File: src/rtl/gss_pkg.sv
package gss_pkg;
  typedef enum logic [1:0] {
    SRC_OR     = 2'd0,
    SRC_PWM_A  = 2'd1,
    SRC_PWM_B  = 2'd2,
    SRC_DIRECT = 2'd3
  } src_sel_e;

  // Source of channel idx out of n channels in override mode.
  function automatic src_sel_e override_src(input int idx, input int n);
    if (idx == 0 || idx == 1)          return SRC_PWM_A;
    else if (idx == n - 2 || idx == n - 1) return SRC_PWM_B;
    else                               return SRC_DIRECT;
  endfunction
endpackage

File: src/rtl/gss_req_mux.sv
module gss_req_mux
  import gss_pkg::*;
#(
  parameter int NUM_CH = 6
) (
  input  logic [NUM_CH-1:0] ser_cmd,
  input  logic [NUM_CH-1:0] dir_in,
  input  logic              pwm_mode,
  input  logic              pwm_a,
  input  logic              pwm_b,
  output logic [NUM_CH-1:0] req
);
  localparam int LAST = NUM_CH - 1;

  for (genvar ch = 0; ch <= LAST; ch++) begin : g_chan
    localparam src_sel_e OVR_SRC = override_src(ch, NUM_CH);
    logic ovr_req;

    if (OVR_SRC == SRC_PWM_A) begin : g_pa
      assign ovr_req = pwm_a;
    end else if (OVR_SRC == SRC_PWM_B) begin : g_pb
      assign ovr_req = pwm_b;
    end else begin : g_dir
      assign ovr_req = dir_in[ch];
    end

    assign req[ch] = pwm_mode ? ovr_req : (ser_cmd[ch] | dir_in[ch]);
  end
endmodule

File: src/rtl/gss_gate_reg.sv
module gss_gate_reg #(
  parameter int NUM_CH = 6
) (
  input  logic              clk,
  input  logic              rst_n,
  input  logic [NUM_CH-1:0] req,
  input  logic [NUM_CH-1:0] permit,
  input  logic              kill,
  input  logic              mode_in,
  output logic [NUM_CH-1:0] gate_q,
  output logic              mode_q
);
  logic [NUM_CH-1:0] gate_d;

  assign gate_d = kill ? '0 : (req & permit);

  always_ff @(posedge clk or negedge rst_n) begin
    if (!rst_n) begin
      gate_q <= '0;
      mode_q <= 1'b0;
    end else begin
      gate_q <= gate_d;
      mode_q <= mode_in;
    end
  end

  AST_PERMIT_BLOCKS: assert property (@(posedge clk) disable iff (!rst_n)
    (permit != '1) |=> ((gate_q & ~$past(permit)) == '0));

  AST_KILL_CLEARS: assert property (@(posedge clk) disable iff (!rst_n)
    kill |=> (gate_q == '0));
endmodule

File: src/rtl/gate_src_sel.sv
module gate_src_sel #(
  parameter int NUM_CH = 6
) (
  input  logic              clk,
  input  logic              rst_n,
  input  logic [NUM_CH-1:0] ser_cmd,
  input  logic [NUM_CH-1:0] dir_in,
  input  logic              pwm_mode,
  input  logic              pwm_a,
  input  logic              pwm_b,
  input  logic              ovp_shutdown,
  input  logic              por_active,
  input  logic [NUM_CH-1:0] fault_permit,
  output logic [NUM_CH-1:0] gate_en,
  output logic              pwm_mode_flag
);
  localparam int PB_LO = NUM_CH - 2;
  localparam int PB_HI = NUM_CH - 1;

  logic [NUM_CH-1:0] req;
  logic              kill;

  assign kill = ovp_shutdown | por_active;

  gss_req_mux #(.NUM_CH(NUM_CH)) u_mux (
    .ser_cmd  (ser_cmd),
    .dir_in   (dir_in),
    .pwm_mode (pwm_mode),
    .pwm_a    (pwm_a),
    .pwm_b    (pwm_b),
    .req      (req)
  );

  gss_gate_reg #(.NUM_CH(NUM_CH)) u_reg (
    .clk     (clk),
    .rst_n   (rst_n),
    .req     (req),
    .permit  (fault_permit),
    .kill    (kill),
    .mode_in (pwm_mode),
    .gate_q  (gate_en),
    .mode_q  (pwm_mode_flag)
  );

  AST_OVP_OFF: assert property (@(posedge clk) disable iff (!rst_n)
    ovp_shutdown |=> (gate_en == '0));

  AST_POR_OFF: assert property (@(posedge clk) disable iff (!rst_n)
    por_active |=> (gate_en == '0));

  AST_PAIR_A_MATCH: assert property (@(posedge clk) disable iff (!rst_n)
    (pwm_mode && fault_permit[0] && fault_permit[1])
      |=> (gate_en[0] == gate_en[1]));

  AST_PAIR_B_MATCH: assert property (@(posedge clk) disable iff (!rst_n)
    (pwm_mode && fault_permit[PB_LO] && fault_permit[PB_HI])
      |=> (gate_en[PB_LO] == gate_en[PB_HI]));

  AST_IDLE_NO_GATE: assert property (@(posedge clk) disable iff (!rst_n)
    (!pwm_mode && ser_cmd == '0 && dir_in == '0) |=> (gate_en == '0));
endmodule

File: config.mk
export PLATFORM = sky130hd
export DESIGN_NAME = gate_src_sel
export DESIGN_NICKNAME = d
export VERILOG_FILES = /design/src/rtl/gss_pkg.sv /design/src/rtl/gss_req_mux.sv /design/src/rtl/gss_gate_reg.sv /design/src/rtl/gate_src_sel.sv
export SDC_FILE = /design/constraint.sdc
export NUM_CORES = 1
export LEC_CHECK = 0
export BUFFER_PORTS_ARGS = -buffer_cell sky130_fd_sc_hd__buf_2
export CAP_MARGIN = 5
export CORE_AREA = 2 2 39 41
export DETAILED_ROUTE_END_ITERATION = 12
export DIE_AREA = 0 0 41 43
export PLACE_DENSITY_LB_ADDON = 0.15
export RECOVER_POWER = 25
export SYNTH_ARGS = -nofsm -noshare
export SYNTH_HDL_FRONTEND = slang
export SYNTH_SLANG_ARGS = --single-unit
File: constraint.sdc
create_clock -name clk -period 0.8 [get_ports clk]
set_input_delay 0.08 -clock clk [delete_from_list [all_inputs] [get_ports clk]]
set_output_delay 0.08 -clock clk [all_outputs]
set_load 0.05 [all_outputs]
After elaboration in Yosys (flattened, before gate mapping)
Index checks and enable logic that the tools add are counted.
Widths: inputs -> output; s select.
- register bits after elaboration: 7
- input port bits: 25
- output and inout port bits: 7
- word-level logic and storage cells: 17
- multiplexer cells: 7
- bitwise logic cells: 8
- operators by type and width (operator ; number):
    $or 1x1->1 ; 7
    $and 6x6->6 ; 1
    $mux 1 ; 6
    $mux 6 ; 1

Longest topological paths before layout
- depth after elaboration: 4
- mapped depth: 2
- gate-level depth less buffers: 2

Cells and area by module
A second synthesis with hierarchy kept.
- cells, all modules: 27
- area total of the unflattened synthesis: 302.8 sq um
- modules (own cells, without submodules) (module ; times used ; cells each ; area an instance (sq um) ; seq. area each (sq um)):
    gss_gate_reg ; 1 ; 13 ; 227.7 ; 175.2
    gss_req_mux ; 1 ; 13 ; 68.8 ; 0.0
    gate_src_sel ; 1 ; 1 ; 6.3 ; 0.0

Worst setup path before layout
No wires, ideal clock.
- kind: register to output
- from: register u_reg.gate_q[0]
- to: output port gate_en[0]
- arrival: 586 ps
- required time: 720 ps
- path slack: 134 ps
- stages on the path, launching flop included: 1
- path buffers: 0
- cell sequence: dfrtp_1
- RTL lines (item ; line ; source):
    start: declaration ; gss_gate_reg.sv:10 ; output logic [NUM_CH-1:0] gate_q,
    start signal: assignment ; gss_gate_reg.sv:22 ; gate_q <= gate_d;
    end: declaration ; gate_src_sel.sv:14 ; output logic [NUM_CH-1:0] gate_en,
No word-level cell between the ends.

Final worst setup path
- from: register u_reg.gate_q[4]
- to: output port gate_en[4]
No word-level cell between the ends.

==> impl_metrics.env <==
export IMPL_numPortBuffers=31
export IMPL_dr_pass1_iters=3
export IMPL_synth_area_leaders="dfrtp_1, and4bb_2, nor3_1, o211a_1, nor2b_1"
export IMPL_hold_class="input port to flop"
export IMPL_drt_drc_violations_left=0
export IMPL_grt_pass1_wl_um=1083
export IMPL_synth_area_per_cell_um2=13.42
export IMPL_wire_per_inst_um=9.776
export IMPL_grt_overflow=0
export IMPL_yosys_warnings=0
export IMPL_die_x_um=41
export IMPL_cp_end_kind="primary output"
export IMPL_drive_gt1_share_pct=63.33
export IMPL_routed_wirelength_um=743
export IMPL_cp_arrival_ns=0.77
export IMPL_antennaDiodeCount=0
export IMPL_crit_required_ns=0.72
export IMPL_fin_nets=86
export IMPL_hold_viol_final=0
export IMPL_hold_path_startpoint="fault_permit[3]"
export IMPL_min_path_cells=2
export IMPL_root_buffer="clkbuf_4"
export IMPL_synth_compound_area_share_pct=6.780
export IMPL_synthAdderAreaFrac_pct=0
export IMPL_clk_pin_slew_ns=0.05
export IMPL_clk_path_buf_depth=2
export IMPL_die_y_um=43
export IMPL_final_period_utilization_pct=106.3
export IMPL_cts_sinks=7
export IMPL_final_core_util_pct=40.69
export IMPL_setup_viol=7
export IMPL_initial_core_util_pct=21.34
export IMPL_violations="setup timing"
export IMPL_ir_worst_vdd_mv=0.6757
export IMPL_slowest_delay_ns=0.37
export IMPL_syn_cell_area_um2=295.3
export IMPL_cap_viol_max_count=0
export IMPL_synth_yosys_seq_area_share_pct=59.32
export IMPL_startpoint_type="flop"
export IMPL_cts_tree="done"
export IMPL_path_delay_family="flip-flops"
export IMPL_rsz0062_at_grt="true"
export IMPL_yosys_register_bits=7
export IMPL_placed_cells=71
export IMPL_critPathKind="flop to primary output"
export IMPL_relSlewSlack_pct=73.20
export IMPL_tightest_slew_ns=0.4020
export IMPL_die_area_um2=1763
export IMPL_ys_types=7
export IMPL_track_usage_pct=9.687
export IMPL_path_cells="buf_6"
export IMPL_antenna_left=0
export IMPL_synthesis_nets=47
export IMPL_coreArea_um2=1384
export IMPL_max_freq_mhz=1176
export IMPL_num_vias=322
export IMPL_hold_end="u_reg.gate_q[3]"
export IMPL_area_delta_synth_final_pct=90.68
export IMPL_synth_top_area_share_pct=59.32
export IMPL_fin_cells=76
export IMPL_routed_via_density=4.237
export IMPL_setup_ws_ns=-0.05061
export IMPL_crit_fanout=1
export IMPL_dp_hpwl_um=637.8
export IMPL_syn_inst=22
export IMPL_antenna_found_initial=0
export IMPL_path_buf_inv=1
export IMPL_place_congestion=0.6061
export IMPL_cts_buffers=3
export IMPL_fin_crit_ns=0.8506
export IMPL_power_density_nw_per_um2=1547
export IMPL_first_iter_violations=2
export IMPL_h_tree_depth=1
export IMPL_synth_top_cell_by_area="dfrtp_1"
export IMPL_cp_slowest_cell="dfrtp_1"
export IMPL_p_leak_uw=0.0003107
export IMPL_synthMuxAreaShare_pct=0
export IMPL_finalMaxSlewViolations=0
export IMPL_grt_pass1_vias=279
export IMPL_synth_simple_area_share_pct=33.90
export IMPL_status="finished, violations left"
export IMPL_io_pins=32
export IMPL_synth_xor_area_share_pct=0
export IMPL_cts_setup_buffers=0
export IMPL_rows=14
export IMPL_synth_top_family_by_area="simple AND/OR/NAND/NOR gates"
export IMPL_grt_max_degree=8
==> final cells by class <==
| type | count | area [um^2] |
|---|---|---|
| Tap cell | 16 | 20.02 |
| Multi-Input combinational cell | 15 | 120.1 |
| Fill cell | 144 | 820.8 |
| Clock buffer | 4 | 26.28 |
| Timing Repair Buffer | 34 | 221.5 |
| Sequential cell | 7 | 175.2 |
==> cells in the mapped netlist <==
master    instances
dfrtp_1           7
and4bb_2          4
nor3_1            4
nor2b_1           3
o211a_1           2
and2b_1           1
nor2_1            1
==> worst max path at each step <==
stage               startpoint               to  slack [ns]  depth (start not counted)
3_5_place_dp          pwm_mode  u_reg.gate_q[0]        0.03                          3
2_1_floorplan  u_reg.gate_q[0]       gate_en[0]        0.13                          0
6_report       u_reg.gate_q[4]       gate_en[4]       -0.05                          1
4_1_cts        u_reg.gate_q[4]       gate_en[4]       -0.07                          1
5_1_grt        u_reg.gate_q[3]       gate_en[3]       -0.08                          1
3_3_place_gp          pwm_mode  u_reg.gate_q[0]       0.002                          3
==> cells by family (layout without fill, tap and decap cells) <==
family | Yosys count | in the layout
buffers and inverters | 0 | 38
and+or+nand+nor | 13 | 13
DFF | 7 | 7
AOI/OAI and AO/OA | 2 | 2
==> per-stage QoR <==
| step | area (um^2) | worst slack [ns] | power, uW | setup TNS, ns | hold slack (ns) |
|---|---|---|---|---|---|
| floorplan | 295.3 | 0.1341 | 450.7 | 0 | -0.2156 |
| global placement | 485.5 | 0.001942 | 543.2 | 0 | -0.07575 |
| detailed placement | 485.5 | 0.03050 | 543.3 | 0 | -0.06936 |
| CTS | 565.5 | -0.06834 | 897.3 | -0.4242 | 0.05648 |
| global route | 563.0 | -0.08441 | 924.9 | -0.5393 | 0.05528 |
| finish | 563.0 | -0.05061 | 871.0 | -0.3097 | 0.06693 |
==> registers in the layout, summed over array words and instances, names as in the netlist <==
name          count
u_reg.mode_q      1
u_reg.gate_q      6
==> where the power goes <==
group	leakage, uW	switching [uW]	internal [uW]
Sequential	0.0000935	5.45	367
Combinational	0.000202	89.2	92.8
Clock	0.0000150	126	190
Total	0.000311	221	650
==> timing repair <==
action	4_1_cts	5_1_grt
hold endpoints to repair	7	0
gates resized for setup	14	0
endpoints found under the setup margin	7	7
pin swaps	0	0
hold buffers	1	0
==> placed cells by master, fill, tap and decap left out <==
| master | Yosys | final |
|---|---|---|
| buf_2 | 0 | 22 |
| buf_6 | 0 | 7 |
| dfrtp_1 | 7 | 7 |
| nor3_1 | 4 | 4 |
| and4bb_2 | 4 | 4 |
| nor2b_1 | 3 | 3 |
| clkbuf_4 | 0 | 3 |
| clkbuf_1 | 0 | 3 |
| o211a_1 | 2 | 2 |
| buf_4 | 0 | 2 |
| nor2_1 | 1 | 1 |
| and2b_1 | 1 | 1 |
| dlygate4sd3_1 | 0 | 1 |
==> metal layers <==
metal  wire length [um]  GRT usage [%]  vias up
li1                   -              -      159
met1                290          10.46      141
met2                359          13.44       22
met3                 93          4.712        0
met4                  0          8.000        0
met5                  0              0        -
Note: power is estimated with default switching activity, not from simulation.
